**config.mk**
```make
export PLATFORM = sky130hd
export DESIGN_NAME = usb_tok_gen
export DESIGN_NICKNAME = d
export VERILOG_FILES = /design/src/rtl/usb_tok_pkg.sv /design/src/rtl/usb_tok_crc5.sv /design/src/rtl/usb_tok_seq.sv /design/src/rtl/usb_tok_gen.sv
export SDC_FILE = /design/constraint.sdc
export NUM_CORES = 1
export LEC_CHECK = 0
export ABC_AREA = 1
export BUFFER_PORTS_ARGS = -buffer_cell sky130_fd_sc_hd__buf_2
export CAP_MARGIN = 20
export CORE_MARGIN = 2
export CORE_UTILIZATION = 40
export CTS_CLUSTER_DIAMETER = 40
export DETAILED_ROUTE_END_ITERATION = 8
export SLEW_MARGIN = 20
export SYNTH_ARGS = -nofsm -noshare
export SYNTH_HDL_FRONTEND = slang
export SYNTH_SLANG_ARGS = --single-unit
```
**constraint.sdc**
```tcl
create_clock -name clk_i -period 2 [get_ports clk_i]
set_input_delay 0.2 -clock clk_i [delete_from_list [all_inputs] [get_ports clk_i]]
set_output_delay 0.2 -clock clk_i [all_outputs]
set_load 0.005 [all_outputs]
```
**src/rtl/usb_tok_pkg.sv**
```systemverilog
package usb_tok_pkg;
  localparam int PID_W   = 8;
  localparam int ADDR_W  = 7;
  localparam int ENDP_W  = 4;
  localparam int FIELD_W = ADDR_W + ENDP_W;
  localparam int CRC_W   = 5;
  localparam int PKT_W   = PID_W + FIELD_W + CRC_W;
  localparam int CNT_W   = $clog2(PKT_W);
  localparam int CRC_START = PID_W + FIELD_W;

  typedef enum logic [1:0] {
    KIND_OUT   = 2'd0,
    KIND_IN    = 2'd1,
    KIND_SETUP = 2'd2,
    KIND_SOF   = 2'd3
  } kind_e;

  function automatic logic [PID_W-1:0] pid_of(kind_e k);
    logic [3:0] t;
    case (k)
      KIND_OUT:   t = 4'h1;
      KIND_IN:    t = 4'h9;
      KIND_SETUP: t = 4'hD;
      default:    t = 4'h5;
    endcase
    return {~t, t};
  endfunction
endpackage

```
**src/rtl/usb_tok_crc5.sv**
```systemverilog
module usb_tok_crc5 #(
  parameter int         W    = 5,
  parameter logic [W-1:0] POLY = 5'h05,
  parameter logic [W-1:0] INIT = 5'h1F
) (
  input  logic         clk_i,
  input  logic         rst_ni,
  input  logic         init_i,
  input  logic         en_i,
  input  logic         bit_i,
  output logic [W-1:0] crc_o
);
  logic fb;
  assign fb = bit_i ^ crc_o[W-1];

  always_ff @(posedge clk_i or negedge rst_ni) begin
    if (!rst_ni)     crc_o <= INIT;
    else if (init_i) crc_o <= INIT;
    else if (en_i)   crc_o <= {crc_o[W-2:0], 1'b0} ^ (fb ? POLY : '0);
  end
endmodule

```
**src/rtl/usb_tok_seq.sv**
```systemverilog
module usb_tok_seq
  import usb_tok_pkg::*;
(
  input  logic             clk_i,
  input  logic             rst_ni,
  input  logic             req_i,
  output logic             accept_o,
  output logic             busy_o,
  output logic [CNT_W-1:0] cnt_o,
  output logic             field_o,
  output logic             last_o
);
  assign accept_o = req_i && !busy_o;
  assign last_o   = busy_o && (cnt_o == CNT_W'(PKT_W - 1));
  assign field_o  = busy_o && (cnt_o >= CNT_W'(PID_W)) && (cnt_o < CNT_W'(CRC_START));

  always_ff @(posedge clk_i or negedge rst_ni) begin
    if (!rst_ni) begin
      busy_o <= 1'b0;
      cnt_o  <= '0;
    end else if (accept_o) begin
      busy_o <= 1'b1;
      cnt_o  <= '0;
    end else if (last_o) begin
      busy_o <= 1'b0;
      cnt_o  <= '0;
    end else if (busy_o) begin
      cnt_o  <= cnt_o + 1'b1;
    end
  end
endmodule

```
**src/rtl/usb_tok_gen.sv**
```systemverilog
module usb_tok_gen
  import usb_tok_pkg::*;
#(
  parameter logic [CRC_W-1:0] CRC_POLY = 5'h05,
  parameter logic [CRC_W-1:0] CRC_INIT = 5'h1F
) (
  input  logic               clk_i,
  input  logic               rst_ni,
  input  logic               req_i,
  input  logic [1:0]         kind_i,
  input  logic [ADDR_W-1:0]  addr_i,
  input  logic [ENDP_W-1:0]  endp_i,
  input  logic [FIELD_W-1:0] frame_i,
  output logic               bit_o,
  output logic               bit_valid_o,
  output logic               last_o
);
  localparam int SH_W = PID_W + FIELD_W;

  logic             accept, busy, field_en;
  logic [CNT_W-1:0] cnt;
  logic [SH_W-1:0]  sh_q;
  logic [CRC_W-1:0] crc;
  logic [FIELD_W-1:0] field_d;
  logic [CNT_W-1:0] crc_idx;

  usb_tok_seq u_seq (
    .clk_i    (clk_i),
    .rst_ni   (rst_ni),
    .req_i    (req_i),
    .accept_o (accept),
    .busy_o   (busy),
    .cnt_o    (cnt),
    .field_o  (field_en),
    .last_o   (last_o)
  );

  // Frame marker replaces address+endpoint with the frame count
  assign field_d = (kind_e'(kind_i) == KIND_SOF) ? frame_i : {endp_i, addr_i};

  always_ff @(posedge clk_i or negedge rst_ni) begin
    if (!rst_ni)     sh_q <= '0;
    else if (accept) sh_q <= {field_d, pid_of(kind_e'(kind_i))};
    else if (busy)   sh_q <= sh_q >> 1;
  end

  usb_tok_crc5 #(.W(CRC_W), .POLY(CRC_POLY), .INIT(CRC_INIT)) u_crc (
    .clk_i  (clk_i),
    .rst_ni (rst_ni),
    .init_i (accept),
    .en_i   (field_en),
    .bit_i  (sh_q[0]),
    .crc_o  (crc)
  );

  assign crc_idx     = CNT_W'(PKT_W - 1) - cnt;
  assign bit_valid_o = busy;

  always_comb begin
    if (!busy)                           bit_o = 1'b0;
    else if (cnt < CNT_W'(CRC_START))    bit_o = sh_q[0];
    else                                 bit_o = ~crc[crc_idx[$clog2(CRC_W)-1:0]];
  end
endmodule

```
==> impl_results.md <==
* Clock transition at the registers of the reported paths at 70 ps
* Top-area cell type share of the netlist area at 38.7%
* Setup bufs post-CTS at 0
* Net Count, Synth at 238
* Final Hold Violating Endpoints at 0
* Slew Viols, Final at 0
* Share of cells above drive strength 1 at 22.5%
* Layout area overhead at 17.8%
* DIE HEIGHT at 67.6 um
* Clock Sinks at 30
* Type of origin of the critical path: register
* Peak VDD IR at 0.000602 V
* Die width at 67.6 um
* Status: finished, final reports clean
* Max Cap Violations at 0
* Top post-synthesis cells by area: dfrtp_1, nand2_1, dfstp_2
* Area post-placement at 1780 sq um
* First-pass GRT wire length at 5610 um
* Minimum clock period at 1700 ps
* Synth Area in Adders at 2.32%
* Largest family of logic cells by synthesized area: simple AND/OR/NAND/NOR gates
* CTS tree: built
* Number of global-route vias before repair at 1,247
* Final core utilization at 48.3%
* Power Density at 1430 nW/um^2
* Clk_lat worst skew at 280 ps
* N_diodes at 0
* Dpl hpwl at 2390 um
* Final net count at 269
* CP max stage cell: dfrtp_1
* Fillers at 418
* Ports at 30
* Final wirelength at 3370 um
* GRT Resource Usage Total at 16.5%
* Number of H-tree levels at 2
* Port buffer count at 29
* Leakage at 0.997 nW
* CP arrival at 1500 ps
* Setup CP Type: register to primary output
* Compound-Gate Fraction of Synth Area at 16.6%
* DR pass1 iterations at 4
* Die area at 4570 sq um
* Core Rows at 23
* CTS root buffer: clkbuf_8
* Slew HR at 55.9%
* Antenna Nets Post-Route at 0
* Fmax at 0.588 GHz
* Fin crit share at 85.0%
* Critical Path RT at 1800 ps
* Setup crit end kind: primary output
* Ys flop type: dfrtp_1
* Synth Area in XOR/XNOR at 0.542%
* Hold_ws at 154 ps
* Finished Cell Area at 1900 sq um
* Gpl congestion at 0.847
* Syn. warnings at 0
* Multiplexer share of the synthesized area at 0%
* Via Count at 1,397
* PostCTS Resize Cnt at 0
* Starting Density at 41.0%
* Vias/cell at 4.82
* Final setup viols at 0
* Gate count of the mapped netlist at 208
* Crit-path cells: ha_1, nand3_2, nor2_2, buf_2
* Largest net degree at the start of global routing at 31
* DRT iter0 DRCs at 93
* CP max stage delay at 500 ps
* GR Overflow Total at 0
* Total core area at 3940 sq um
* Count leader, synth: nand2_1
* Number of synthesized flops with an enable pin at 0
* Routed len/inst at 11.6 um
* Asr flop ratio synth at 100%
* Most frequent cells after synthesis: nand2_1, nor2_1, dfrtp_1
* Flop and latch count out of synthesis at 30
* Layout Skew at 7.53 ps
* Avg Synthesized Cell Area at 7.77 sq um
* Crit Path Max Fanout at 9
* Worst-margin pin slew at 662 ps
* Synth area leader: dfrtp_1
* Register area share after synthesis at 46.8%
* Synth Area in Simple Gates at 25.0%
* TritonCTS buffer count at 5
* Initial antenna violation count at 0
* Placed insts at 281
* Setup TNS at 0 ps
* Cell Count, Final, Fillers Out at 290
* DRC at 0
* Worst min path class: primary input to register
* RSZ-0062 raised after global routing: false
* Synth unique cells at 25
* Syn Std Cell Area at 1620 sq um
* Clk buf depth at 2
-- cells by family (layout without fill, tap and decap cells) --
group | count (synthesis) | after routing
AO/OA/AOI/OAI | 47 | 47
XOR/XNOR | 1 | 1
adder cells (fa/ha/maj) | 3 | 3
buffers and inverters | 30 | 62
flip-flops | 30 | 30
AND/OR/NAND/NOR | 97 | 97
-- worst max-delay path: cells and delay by family (launching register included) --
kind          cells  cell delay (ps)
flops             1              500
buf+inv           1              150
fa+ha+maj         1              270
simple gates      2              300
-- final timing paths --
kind,cells after the start,end,slack (ps),startpoint
worst max-delay path,4,last_o,300,u_seq.cnt_o[0]$_DFFE_PN0P_
worst min-delay path,3,sh_q[13]$_DFFE_PN0P_,150,frame_i[5]
worst max register to register,6,sh_q[2]$_DFFE_PN0P_,500,u_seq.busy_o$_DFFE_PN0P_
worst min register to register,2,sh_q[18]$_DFFE_PN0P_,480,sh_q[18]$_DFFE_PN0P_
max in group asynchronous,2,sh_q[2]$_DFFE_PN0P_,1080,rst_ni
min in group asynchronous,2,u_seq.cnt_o[1]$_DFFE_PN0P_,480,rst_ni
-- power breakdown --
part | internal (W) | switching (W)
combinational | 0.000431 | 0.000608
sequential | 0.000914 | 0.000193
clock | 0.000347 | 0.000225
-- metrics by stage --
step	power, W	worst slack, ps
5_1_grt	0.00299	218
6_report	0.00272	300
2_1_floorplan	0.00191	878
3_3_place_gp	0.00216	552
3_5_place_dp	0.00215	497
4_1_cts	0.00275	308
-- flip-flops by register name, indices dropped and copies added, names as in the netlist --
name	count
u_seq.busy_o	1
u_crc.crc_o	5
u_seq.cnt_o	5
sh_q	19
-- cell usage in the layout, fill, tap and decap left out --
cell type	n
nand2_1	48
nor2_1	30
buf_2	29
dfrtp_1	25
inv_1	19
o21ai_0	19
a21oi_1	16
nand3_1	13
clkbuf_8	8
o22ai_1	5
dfstp_2	5
o211ai_1	3
ha_1	3
buf_4	3
nand2_2	2
inv_2	2
a22oi_1	2
nand3_2	1
nor2_2	1
nand2_4	1
a21oi_4	1
or2_2	1
a21boi_1	1
xor2_1	1
dlygate4sd3_1	1
-- metal layers --
| layer | up-vias | track usage, % | part of all wire (%) |
|---|---|---|---|
| met5 | - | 0 | 0 |
| met4 | 0 | 7.65 | 1.2 |
| met3 | 4 | 4.00 | 3.4 |
| met2 | 26 | 26.1 | 46 |
| met1 | 635 | 21.3 | 49 |
| li1 | 732 | - | - |
-- final cells by class --
| type | count | area (sq um) | area share (%) |
|---|---|---|---|
| sequential | 30 | 757 | 39.8 |
| multi-input combinational | 148 | 718 | 37.7 |
| timing repair buffer | 33 | 178 | 9.33 |
| clock buffer | 8 | 110 | 5.78 |
| inverter | 21 | 78.8 | 4.14 |
| tap | 50 | 62.6 | 3.29 |
-- what timing repair did --
item | in CTS | in global routing
setup endpoints to repair | 0 | 0
hold buffers | 1 | 0
endpoints found under the hold margin | 25 | 0
(Power assumes the default switching activity.)
